<file path="config.mk">
export PLATFORM = sky130hd
export DESIGN_NAME = thresholdTrimSequencer
export DESIGN_NICKNAME = d
export VERILOG_FILES = /design/src/rtl/trimCalPkg.sv /design/src/rtl/calSweepCtrl.sv /design/src/rtl/pixelTrimCell.sv /design/src/rtl/pixelTrimBank.sv /design/src/rtl/thresholdTrimSequencer.sv
export SDC_FILE = /design/constraint.sdc
export NUM_CORES = 1
export LEC_CHECK = 0
export BUFFER_PORTS_ARGS = -buffer_cell sky130_fd_sc_hd__buf_2
export CORE_MARGIN = 3
export CORE_UTILIZATION = 45
export CTS_CLUSTER_DIAMETER = 150
export CTS_CLUSTER_SIZE = 28
export DETAILED_ROUTE_END_ITERATION = 12
export GPL_TIMING_DRIVEN = 0
export PLACE_DENSITY = 0.74
export SLEW_MARGIN = 40
export SYNTH_ARGS = -nofsm -noshare
export SYNTH_HDL_FRONTEND = slang
export SYNTH_HIERARCHICAL = 1
export SYNTH_SLANG_ARGS = --single-unit
</file>
<file path="constraint.sdc">
create_clock -name calClk -period 3.5 [get_ports calClk]
set_input_delay 0 -clock calClk [delete_from_list [all_inputs] [get_ports calClk]]
set_output_delay 0 -clock calClk [all_outputs]
set_load 0.01 [all_outputs]
</file>
<file path="src/rtl/trimCalPkg.sv">
package trimCalPkg;

  typedef enum logic [1:0] {
    ST_IDLE  = 2'd0,
    ST_SWEEP = 2'd1,
    ST_FLUSH = 2'd2,
    ST_DONE  = 2'd3
  } calState_t;

  // strobes from the sweep control to the per-pixel datapath
  typedef struct packed {
    logic clearAll;     // accepted start: wipe codes and flags
    logic sweepSample;  // current cycle belongs to a sweep step
    logic finalize;     // last cycle before done: fill unresolved pixels
  } calStrobe_t;

  localparam int SYNC_STAGES = 2;

endpackage

</file>
<file path="src/rtl/calSweepCtrl.sv">
module calSweepCtrl
  import trimCalPkg::*;
#(
  parameter int NUM_STEPS = 8,
  parameter int CODE_W    = $clog2(NUM_STEPS)
) (
  input  logic              clk,
  input  logic              rstN,
  input  logic              calStart,
  output logic [CODE_W-1:0] stepCode,
  output logic              calActive,
  output logic              calDone,
  output calStrobe_t        strobe
);

  localparam logic [CODE_W-1:0] LAST_STEP = CODE_W'(NUM_STEPS - 1);
  localparam logic [CODE_W-1:0] STEP_ONE  = CODE_W'(1);
  // pipeline slack so the last step's sample reaches the latches
  localparam logic [1:0]        FLUSH_LAST = 2'(SYNC_STAGES);

  calState_t         state;
  logic [CODE_W-1:0] stepCnt;
  logic [1:0]        flushCnt;
  logic              startOk;

  assign startOk = calStart && (state == ST_IDLE || state == ST_DONE);

  always_ff @(posedge clk or negedge rstN) begin
    if (!rstN) begin
      state    <= ST_IDLE;
      stepCnt  <= '0;
      flushCnt <= '0;
    end else begin
      case (state)
        ST_IDLE, ST_DONE: begin
          if (startOk) begin
            state   <= ST_SWEEP;
            stepCnt <= '0;
          end
        end
        ST_SWEEP: begin
          if (stepCnt == LAST_STEP) begin
            state    <= ST_FLUSH;
            flushCnt <= '0;
          end else begin
            stepCnt <= stepCnt + STEP_ONE;
          end
        end
        ST_FLUSH: begin
          if (flushCnt == FLUSH_LAST) state <= ST_DONE;
          else                        flushCnt <= flushCnt + 2'd1;
        end
        default: state <= ST_IDLE;
      endcase
    end
  end

  assign stepCode           = stepCnt;
  assign calActive          = (state == ST_SWEEP);
  assign calDone            = (state == ST_DONE);
  assign strobe.clearAll    = startOk;
  assign strobe.sweepSample = (state == ST_SWEEP);
  assign strobe.finalize    = (state == ST_FLUSH) && (flushCnt == FLUSH_LAST);

  AST_STEP_ADVANCE: assert property (@(posedge clk) disable iff (!rstN)
    (state == ST_SWEEP && stepCnt != LAST_STEP) |=> (stepCnt == $past(stepCnt) + STEP_ONE));

  AST_BUSY_START_IGNORED: assert property (@(posedge clk) disable iff (!rstN)
    (state == ST_SWEEP && stepCnt != LAST_STEP && calStart) |=> (state == ST_SWEEP));

  AST_DONE_HOLDS: assert property (@(posedge clk) disable iff (!rstN)
    (calDone && !calStart) |=> calDone);

endmodule

</file>
<file path="src/rtl/pixelTrimCell.sv">
module pixelTrimCell
#(
  parameter int CODE_W = 3
) (
  input  logic              clk,
  input  logic              rstN,
  input  logic              clearAll,
  input  logic              finalize,
  input  logic              sampleValid,
  input  logic [CODE_W-1:0] sampleStep,
  input  logic              cmpRaw,
  output logic [CODE_W-1:0] trim,
  output logic              notCal
);

  localparam logic [CODE_W-1:0] MAX_CODE = '1;

  logic syncA, syncB, syncPrev;
  logic captured;
  logic hit;

  always_ff @(posedge clk or negedge rstN) begin
    if (!rstN) begin
      syncA    <= 1'b0;
      syncB    <= 1'b0;
      syncPrev <= 1'b0;
    end else begin
      syncA    <= cmpRaw;
      syncB    <= syncA;
      syncPrev <= syncB;
    end
  end

  assign hit = sampleValid && (syncB != syncPrev) && !captured;

  always_ff @(posedge clk or negedge rstN) begin
    if (!rstN) begin
      trim     <= '0;
      notCal   <= 1'b0;
      captured <= 1'b0;
    end else if (clearAll) begin
      trim     <= '0;
      notCal   <= 1'b0;
      captured <= 1'b0;
    end else if (hit) begin
      trim     <= sampleStep;
      captured <= 1'b1;
    end else if (finalize && !captured) begin
      trim     <= MAX_CODE;
      notCal   <= 1'b1;
      captured <= 1'b1;
    end
  end

  AST_FIRST_ONLY: assert property (@(posedge clk) disable iff (!rstN)
    (captured && !clearAll) |=> $stable(trim));

  AST_NOTCAL_CODE: assert property (@(posedge clk) disable iff (!rstN)
    notCal |-> (trim == MAX_CODE));

  AST_CLEAR_ON_START: assert property (@(posedge clk) disable iff (!rstN)
    clearAll |=> (trim == '0 && !notCal));

endmodule

</file>
<file path="src/rtl/pixelTrimBank.sv">
module pixelTrimBank
  import trimCalPkg::*;
#(
  parameter int NUM_PIX = 16,
  parameter int CODE_W  = 3
) (
  input  logic                      clk,
  input  logic                      rstN,
  input  calStrobe_t                strobe,
  input  logic [CODE_W-1:0]         stepCode,
  input  logic [NUM_PIX-1:0]        cmpRaw,
  output logic [NUM_PIX*CODE_W-1:0] trimFlat,
  output logic [NUM_PIX-1:0]        notCalFlat
);

  // step code and valid travel alongside the comparator synchronisers
  logic [CODE_W-1:0] stepPipe [SYNC_STAGES];
  logic              validPipe [SYNC_STAGES];

  always_ff @(posedge clk or negedge rstN) begin
    if (!rstN) begin
      for (int s = 0; s < SYNC_STAGES; s++) begin
        stepPipe[s]  <= '0;
        validPipe[s] <= 1'b0;
      end
    end else begin
      stepPipe[0]  <= stepCode;
      validPipe[0] <= strobe.sweepSample;
      for (int s = 1; s < SYNC_STAGES; s++) begin
        stepPipe[s]  <= stepPipe[s-1];
        validPipe[s] <= validPipe[s-1];
      end
    end
  end

  for (genvar p = 0; p < NUM_PIX; p++) begin : g_pix
    pixelTrimCell #(.CODE_W(CODE_W)) u_cell (
      .clk        (clk),
      .rstN       (rstN),
      .clearAll   (strobe.clearAll),
      .finalize   (strobe.finalize),
      .sampleValid(validPipe[SYNC_STAGES-1]),
      .sampleStep (stepPipe[SYNC_STAGES-1]),
      .cmpRaw     (cmpRaw[p]),
      .trim       (trimFlat[p*CODE_W +: CODE_W]),
      .notCal     (notCalFlat[p])
    );
  end

endmodule

</file>
<file path="src/rtl/thresholdTrimSequencer.sv">
module thresholdTrimSequencer
  import trimCalPkg::*;
#(
  parameter  int NUM_PIX   = 16,
  parameter  int NUM_STEPS = 8,
  localparam int CODE_W    = $clog2(NUM_STEPS)
) (
  input  logic                      calClk,
  input  logic                      rstN,
  input  logic                      calStart,
  input  logic [NUM_PIX-1:0]        cmpRaw,
  output logic [CODE_W-1:0]         stepCode,
  output logic                      calActive,
  output logic                      calDone,
  output logic [NUM_PIX*CODE_W-1:0] trimCode,
  output logic [NUM_PIX-1:0]        notCal
);

  calStrobe_t strobe;

  calSweepCtrl #(.NUM_STEPS(NUM_STEPS), .CODE_W(CODE_W)) u_ctrl (
    .clk      (calClk),
    .rstN     (rstN),
    .calStart (calStart),
    .stepCode (stepCode),
    .calActive(calActive),
    .calDone  (calDone),
    .strobe   (strobe)
  );

  pixelTrimBank #(.NUM_PIX(NUM_PIX), .CODE_W(CODE_W)) u_bank (
    .clk       (calClk),
    .rstN      (rstN),
    .strobe    (strobe),
    .stepCode  (stepCode),
    .cmpRaw    (cmpRaw),
    .trimFlat  (trimCode),
    .notCalFlat(notCal)
  );

  AST_ACTIVE_DONE_EXCL: assert property (@(posedge calClk) disable iff (!rstN)
    !(calActive && calDone));

endmodule

</file>
Yosys cells after proc, flatten, opt, wreduce, memory -nomap -nowiden
Index checks and enable logic that the tools add are counted.
{"block": "word_totals", "reg_bits": 143, "word_cells": 407}
{"block": "op_classes", "n_eq_ne": 42, "mux": 138, "n_reduce_logical": 122, "n_addsub": 2}
{"cell": "2-to-1 mux 3 bit", "n": 50}
{"cell": "2-to-1 mux 1 bit", "n": 80}
{"cell": "logical AND 1 bit", "n": 50}
{"cell": "nonzero test 3 bit", "n": 16}
{"cell": "nonzero test 2 bit", "n": 18}
{"cell": "!= test 2 x 1 -> 1 bit, second input constant", "n": 17}
{"cell": "AND reduction 2 bit", "n": 16}
{"cell": "zero test 1 bit", "n": 16}
{"cell": "!= test 1 bit", "n": 16}
{"cell": "2-to-1 mux 2 bit", "n": 5}
{"cell": "AND reduction 3 bit", "n": 3}
{"cell": "!= test 2 bit, second input constant", "n": 4}
{"cell": "equality test 2 bit, second input constant", "n": 3}
{"cell": "one-hot mux 2 bit (3 select lines)", "n": 1}
{"cell": "one-hot mux 3 bit (2 select lines)", "n": 1}
{"cell": "one-hot mux 2 bit (2 select lines)", "n": 1}
{"cell": "adder 3 x 1 -> 3 bit, second input constant", "n": 1}
{"cell": "equality test 3 bit, second input constant", "n": 1}
{"cell": "adder 2 x 1 -> 2 bit, second input constant", "n": 1}
{"cell": "equality test 2 x 1 -> 1 bit, second input constant", "n": 1}
{"cell": "zero test 2 bit", "n": 1}
{"cell": "OR reduction 2 bit", "n": 1}
{"cell": "logical OR 1 bit", "n": 1}

Longest topological paths before layout
Gate-level depths: netlist of the first run.
{"block": "logic_depth", "ltp_word": 6, "mapped_depth": 6, "depth_no_buf": 6}

Hierarchy
Netlist of the first run, hierarchy kept.
{"module": "pixelTrimCell", "cells_per_inst": 27, "n_inst": 16, "area_per_inst_um2": 319.1}
{"module": "calSweepCtrl", "cells_per_inst": 51, "n_inst": 1, "area_per_inst_um2": 489.2}
{"module": "pixelTrimBank", "cells_per_inst": 8, "n_inst": 1, "area_per_inst_um2": 200.2}

Worst setup path after synthesis of the first run
OpenSTA, ideal clock, no wires.
{"block": "synth_timing", "path_kind": "flip-flop to flip-flop", "startpoint": "register u_ctrl.flushCnt[0]", "endpoint": "register u_bank.g_pix[0].u_cell.notCal", "stages_incl_launch_ff": 7, "slack_ns": 1.752, "path_buffers": 0, "arrival_ns": 1.667, "cell_sequence": "dfrtp_1 inv_1 ha_1 and2_1 and2b_1 o21ai_0 a21oi_1"}
{"item": "start: declaration", "line_no": "calSweepCtrl.sv:23", "source": "logic [1:0] flushCnt;"}
{"item": "start signal: assignment", "line_no": "calSweepCtrl.sv:51", "source": "else flushCnt <= flushCnt + 2'd1;"}
{"item": "end signal: assignment", "line_no": "pixelTrimCell.sv:39", "source": "notCal <= 1'b0;"}
{"item": "end signal: assignment", "line_no": "pixelTrimCell.sv:43", "source": "notCal <= 1'b0;"}
{"item": "end signal: assignment", "line_no": "pixelTrimCell.sv:50", "source": "notCal <= 1'b1;"}
{"item": "end: declaration", "line_no": "pixelTrimCell.sv:13", "source": "output logic notCal"}

==> impl_results.md, run 1 <==
- Met3 Routed Length: 725 um
- H-tree levels: 4
- Detail Route Antenna Nets: 0
- Static Leakage: 3.43 nW
- YS warnings: 6
- N_diodes: 0
- Peak supply drop: 692 uV
- Area of the multi-input gates: 2130 um2
- Clk sinks: 143
- Post-CTS setup buffer count: 0
- Max_slew headroom: 0.410
- GRT overflow: 0
- Final hold slack: 0.132 ns
- WP data arrival: 2.36 ns
- Worst Setup Start Kind: flip-flop
- Routed len/inst: 15.5 um
- Clk Latency, worst-skew pair: 0.41 ns
- Placed Cells: 747
- # rows: 40
- Max Used Layer: met4
- Pwr/cell area: 859 nW/um2
- Cells after synthesis: 491
- Final Non-Filler Cells: 797
- Die area: 14300 um2
- Slowest stage delay, CP: 0.62 ns
- Wl on met1: 5.30 mm
- Max cap viols: 0
- Area leader, netlist: dfrtp_1
- Crit path buf inv count: 1
- Fillers: 965
- Critical path's slowest cell: and2_2
- Synth cell types: 26
- Number of global-route vias before repair: 4420
- Drt first pass iters: 5
- Starting Density: 0.471
- IO Count: 88
- CTS tree: built
- Final hold violation count: 0
- Worst path cell trace: inv_1 > ha_1 > and2_2 > and2b_1 > o22ai_1 > a21oi_1
- Post-place setup slack: 1.54 ns
- RSZ-0062 raised after global routing: no
- Largest net degree at the start of global routing: 81
- Global-route wire length before repair: 21.0 mm
- Largest fanout on the critical path: 32
- Clock root buffer: clkbuf_16
- Tot Pwr: 6.34 mW
- TritonCTS buffer count: 17
- Setup TNS: 0 ns
- GRT Util Overall: 0.185
- Status: complete, no violations
- GPL Wtd Cong: 0.783
- Vias/cell: 5.36
- Dpl hpwl: 7.71 mm
- Synth Register Bits: 143
- Cell family with most CP delay: simple AND/OR/NAND/NOR gates
- Register area share after synthesis: 0.618
- Routed via count: 4271
- Die Width: 119 um
- Post-synthesis instance area: 5790 um2
- Synthesized Nets: 516
- Nets: 641
- Tightest Hold Check Type: in -> async
- CTS clk-pin slew, worst paths: 0.06 ns
- DRT iter0 DRCs: 298
- Initial antenna violation count: 0
- Max clock buf depth: 2
- Setup violators final: 0
- Period utilisation layout: 0.583
- DRC Markers: 0
- Post-Route Skew: 0.00720 ns
- Setup crit end kind: flip-flop
- Slew @ Worst Pin: 0.884 ns
- Top post-synthesis cells by area: dfrtp_1, a21oi_1, o22ai_1
- Final min period: 2.04 ns
- CTS resizes: 0
- Critical path class: reg -> reg
- Worst Path Required: 3.82 ns
- Cts hold-fix bufs: 18
- Die Y: 119 um
- DR WL met2: 6.01 mm
- Post-synth top area share: 0.618
- Core box area: 12300 um2
- Fmax: 490 MHz
- Port buffer count: 87
- Worst setup margin: 1.46 ns
- P&R area growth vs syn: 27.3%
- Register Area: 3580 um2
- Routed wire length: 12.4 mm
- Final Max Tran Viols: 0
- Ratio of cells with drive above 1 in the final layout: 0.226
- Syn Area/Cell: 11.8 um2
==> report_power, final <==
part           leakage (nW)  internal [mW]  switching, mW
clock network         0.347           1.48          0.683
logic                  1.24          0.692          0.966
registers              1.84           2.08          0.439
total                  3.43           4.25           2.09
==> kinds of logic (layout without fill, tap and decap cells) <==
| family | Yosys count | in the layout | share of synthesized area |
|---|---|---|---|
| AO/OA/AOI/OAI | 157 | 157 | 0.158 |
| XOR/XNOR | 32 | 32 | 0.0691 |
| adder cells (fa/ha/maj) | 6 | 6 | 0.0130 |
| buffers and inverters | 22 | 160 | 0.0155 |
| flip-flops | 143 | 143 | 0.618 |
| multiplexers | 1 | 1 | 0.00173 |
| AND/OR/NAND/NOR | 130 | 130 | 0.125 |
==> placed cells by master (no fill, tap or decap) <==
| cell type | Yosys | final |
|---|---|---|
| bufinv_16 | 0 | 8 |
| clkinvlp_4 | 0 | 1 |
| mux2i_1 | 1 | 1 |
| a22o_1 | 3 | 3 |
| buf_2 | 0 | 86 |
| nor2b_1 | 16 | 16 |
| a22oi_1 | 1 | 1 |
| o21ai_0 | 16 | 16 |
| and2_1 | 3 | 2 |
| nand2b_1 | 20 | 20 |
| dlygate4sd3_1 | 0 | 18 |
| or2_0 | 1 | 1 |
| and3_1 | 1 | 1 |
| clkinv_2 | 0 | 3 |
| and2b_1 | 17 | 17 |
| and2_2 | 0 | 1 |
| buf_16 | 0 | 1 |
| buf_4 | 2 | 1 |
| a21oi_1 | 65 | 65 |
| xnor2_1 | 16 | 16 |
| a211oi_1 | 16 | 16 |
| xor2_2 | 16 | 16 |
| buf_6 | 0 | 1 |
| buf_8 | 0 | 1 |
| nor2_1 | 18 | 18 |
| nand3_1 | 49 | 49 |
| inv_6 | 0 | 1 |
| o2bb2ai_1 | 2 | 2 |
| inv_1 | 20 | 20 |
| o22ai_2 | 1 | 1 |
| nand2b_4 | 1 | 1 |
| clkinv_4 | 0 | 2 |
| o22ai_1 | 48 | 48 |
| clkbuf_16 | 0 | 17 |
| dfrtp_2 | 0 | 1 |
| dfrtp_1 | 143 | 142 |
| nand2_1 | 4 | 4 |
| ha_1 | 6 | 6 |
| o21ai_1 | 5 | 5 |
==> path summary, 6_finish.rpt <==
kind	from	to	slack, ns	depth (start not counted)
setup / recovery	u_ctrl/flushCnt[0]	u_bank/g_pix[14].u_cell/trim[0]	1.46	6
hold / removal	rstN	u_bank/g_pix[6].u_cell/notCal	0.13	2
setup reg to reg	u_ctrl/flushCnt[0]	u_bank/g_pix[14].u_cell/trim[0]	1.46	6
hold reg to reg	u_bank/g_pix[15].u_cell/syncA	u_bank/g_pix[15].u_cell/syncB	0.35	0
max in group asynchronous	rstN	u_bank/validPipe[0]	2.64	3
min in group calClk	cmpRaw[12]	u_bank/g_pix[12].u_cell/syncA	0.22	2
==> sequential cells by signal (all words and copies together), names as in the netlist <==
| name | flops |
|---|---|
| u_ctrl/state | 2 |
| u_bank/g_pix.u_cell/syncA | 16 |
| u_bank/g_pix.u_cell/captured | 16 |
| u_ctrl/flushCnt | 2 |
| u_bank/g_pix.u_cell/trim | 48 |
| u_bank/g_pix.u_cell/syncPrev | 16 |
| u_ctrl/stepCode | 3 |
| u_bank/g_pix.u_cell/notCal | 16 |
| u_bank/validPipe | 2 |
| u_bank/g_pix.u_cell/syncB | 16 |
| u_bank/stepPipe | 6 |
==> metrics by stage <==
step | util | cell area (um2)
final | 0.599 | 7380
after global routing | 0.599 | 7380
after CTS | 0.599 | 7370
after detailed placement | 0.526 | 6480
after global placement | 0.523 | 6440
after floorplan | - | 5790
==> Yosys cell counts <==
library cell	number
a211oi_1	16
and3_1	1
and2_1	3
nand2b_4	1
o21ai_1	5
dfrtp_1	143
nor2b_1	16
o22ai_1	48
ha_1	6
mux2i_1	1
o22ai_2	1
nand3_1	49
or2_0	1
xnor2_1	16
o2bb2ai_1	2
o21ai_0	16
xor2_2	16
a22oi_1	1
buf_4	2
and2b_1	17
inv_1	20
a22o_1	3
nand2b_1	20
nand2_1	4
a21oi_1	65
nor2_1	18
==> layout make-up <==
| type | instances | area share |
|---|---|---|
| Sequential cell | 143 | 0.485 |
| Multi-Input combinational cell | 326 | 0.288 |
| Timing Repair Buffer | 106 | 0.0885 |
| Clock buffer | 17 | 0.0577 |
| Clock inverter | 15 | 0.0392 |
| Tap cell | 168 | 0.0285 |
| Inverter | 20 | 0.0102 |
| Buffer | 2 | 0.00254 |
==> routing by layer <==
metal	vias to the layer above	GRT usage
met1	2102	0.231
met3	31	0.0560
met4	0	0.0938
met5	-	0
met2	126	0.294
li1	2012	-
(Power assumes the default switching activity.)
==> run 2: changes to the inputs <==
==> constraint.sdc (replaced) <==
create_clock -name calClk -period 1.9 [get_ports calClk]
set_input_delay 0 -clock calClk [delete_from_list [all_inputs] [get_ports calClk]]
set_output_delay 0 -clock calClk [all_outputs]
set_load 0.01 [all_outputs]
==> impl_results.md, run 2 (synthesis gave the netlist of run 1 again) <==
- Status: complete, no violations
- Peak supply drop: 1270 uV (+83%)
- Sw power: 3.87 mW (+85%)
- DRC Markers: 0 (unchanged)
- Clk Latency, worst-skew pair: 0.41 ns (about the same)
- Placed Cells: 747 (unchanged)
- Clk sinks: 143 (unchanged)
- # rows: 40 (unchanged)
- Routed via count: 4306 (+0.82%)
- Routed wire length: 12.7 mm (+3.0%)
- Tot Pwr: 11.7 mW (+85%)
- Largest fanout on the critical path: 16 (-50%)
- Initial antenna violation count: 0 (unchanged)
- Fin util: 0.600 (+0.000914)
- Routed len/inst: 16.0 um (+2.9%)
- Fillers: 965 (unchanged)
- Detail Route Antenna Nets: 0 (unchanged)
- Fmax: 562 MHz (+15%)
- Clock share of power: 0.341 (about the same)
- Max_slew headroom: 0.422 (+0.0112)
- Max reg flops: 48 (unchanged)
- Internal power: 7.84 mW (+84%)
- Port buffer count: 87 (unchanged)
- Setup violators final: 0 (unchanged)
- CTS tree: built
- Drt first pass iters: 5 (unchanged)
- Worst Path Required: 2.22 ns (-1.60 ns)
- Setup crit end kind: flip-flop
- Final Max Tran Viols: 0 (unchanged)
- Placed Area: 6480 um2 (unchanged)
- IO Count: 88 (unchanged)
- Post-place setup slack: -0.0575 ns (-1.60 ns)
- Switching share of power: 0.330 (+0.00105)
- Core box area: 12300 um2 (unchanged)
- Number of global-route vias before repair: 4413 (-0.16%)
- Dpl hpwl: 7.71 mm (unchanged)
- Combinational group share of total power: 0.263 (+0.002)
- Starting Density: 0.471 (unchanged)
- Most frequent cells in the layout: dfrtp_1, buf_2, a21oi_1
- Flop pwr share: 0.396 (about the same)
- Final hold violation count: 0 (unchanged)
- Clock root buffer: clkbuf_16
- Final hold slack: 0.132 ns (-0.000354 ns)
- H-tree levels: 4 (unchanged)
- Commonest non-fill, non-tap cell in the layout: dfrtp_1
- GRT overflow: 0 (unchanged)
- Max cap viols: 0 (unchanged)
- Post-Layout Inst Area: 7390 um2 (+0.15%)
- Max clock buf depth: 2 (unchanged)
- Pwr/cell area: 1580 nW/um2 (+84%)
- DRT iter0 DRCs: 338 (+13%)
- Die Y: 119 um (unchanged)
- Tightest Hold Check Type: in -> async
- TritonCTS buffer count: 17 (unchanged)
- RSZ-0062 raised after global routing: no
- Ratio of cells with drive above 1 in the final layout: 0.227 (+0.00123)
- Slew @ Worst Pin: 0.868 ns (-0.0168 ns)
- Die Width: 119 um (unchanged)
- Worst setup margin: 0.121 ns (-1.34 ns)
- Period utilisation layout: 0.937 (+0.353)
- Die area: 14300 um2 (unchanged)
- Nets: 642 (+0.16%)
- WP data arrival: 2.10 ns (-0.26 ns)
- Global-route wire length before repair: 21.0 mm (about the same)
- Critical path class: reg -> reg
- Static Leakage: 3.43 nW (+0.15%)
- Vias/cell: 5.40 (+0.69%)
- GRT Util Overall: 0.185 (-0.000205)
- GPL Wtd Cong: 0.783 (unchanged)
- Post-Route Skew: 0.00763 ns (+0.000435 ns)
- CTS clk-pin slew, worst paths: 0.06 ns (about the same)
- Final Non-Filler Cells: 798 (+0.13%)
- N_diodes: 0 (unchanged)
- Worst Setup Start Kind: flip-flop
- Final min period: 1.78 ns (-0.262 ns)
- Setup TNS: 0 ns (unchanged)
- Top reg by flops: u_bank/g_pix.u_cell/trim
- P&R area growth vs syn: 27.5%
- Largest net degree at the start of global routing: 81 (unchanged)
-- run 2: changes by cell type in the layout (fill, tap and decap cells not counted), sizes merged --
cell	before	now
and2	3	4
buf	90	89
clkbuf	17	18
-- run 2: path summary, 6_finish.rpt --
kind | startpoint | endpoint | slack, ns | depth (start not counted)
max | u_ctrl/flushCnt[0] | u_bank/g_pix[14].u_cell/trim[0] | 0.12 | 6
min | rstN | u_bank/g_pix[6].u_cell/notCal | 0.13 | 2
max reg2reg | u_ctrl/flushCnt[0] | u_bank/g_pix[14].u_cell/trim[0] | 0.12 | 6
min reg2reg | u_bank/g_pix[6].u_cell/syncA | u_bank/g_pix[6].u_cell/syncB | 0.35 | 0
max in group asynchronous | rstN | u_bank/validPipe[0] | 1.04 | 3
min in group calClk | cmpRaw[12] | u_bank/g_pix[12].u_cell/syncA | 0.22 | 2
-- run 2: routing by layer --
metal | track usage | share of wire | vias to the layer above
li1 | - | - | 2012
met1 | 0.230 | 0.42 | 2115
met2 | 0.295 | 0.49 | 147
met3 | 0.0556 | 0.066 | 32
met4 | 0.0923 | 0.023 | 0
met5 | 0 | 0 | -
-- run 2: power groups by stage --
stage | Combinational (mW) | Sequential [mW] | Clock [mW]
after floorplan | 1.76 | 4.68 | 0
after global placement | 2.88 | 4.62 | 0
after detailed placement | 3.01 | 4.68 | 0
after CTS | 3.07 | 4.64 | 4.06
after global routing | 3.42 | 4.75 | 4.22
final | 3.08 | 4.64 | 3.99
-- run 2: timing repair --
item                                    CTS  global route
hold endpoints to repair                 88             0
pin swaps                                 0             0
endpoints found under the setup margin   67             3
hold buffers                             18             0
buffers inserted                          0             0
gates cloned                              0             1
resized for setup                         2             1
-- run 2: area by class of cell --
class                   count  area, um2  area share
plain buffers               2       21.3     0.00288
clock buffers              17        425      0.0576
clock inverters            15        289      0.0391
inverters                  20       75.1      0.0102
multi-input cells         327       2140       0.289
flip-flops and latches    143       3580       0.484
well taps                 168        210      0.0284
repair buffers            106        653      0.0884
-- run 2: critical path, cell delays in order (launching register included) --
cell,delay (ns)
dfrtp_1,0.41
inv_1,0.08
ha_1,0.30
and2_4,0.35
and2b_1,0.24
o22ai_1,0.11
a21oi_1,0.20
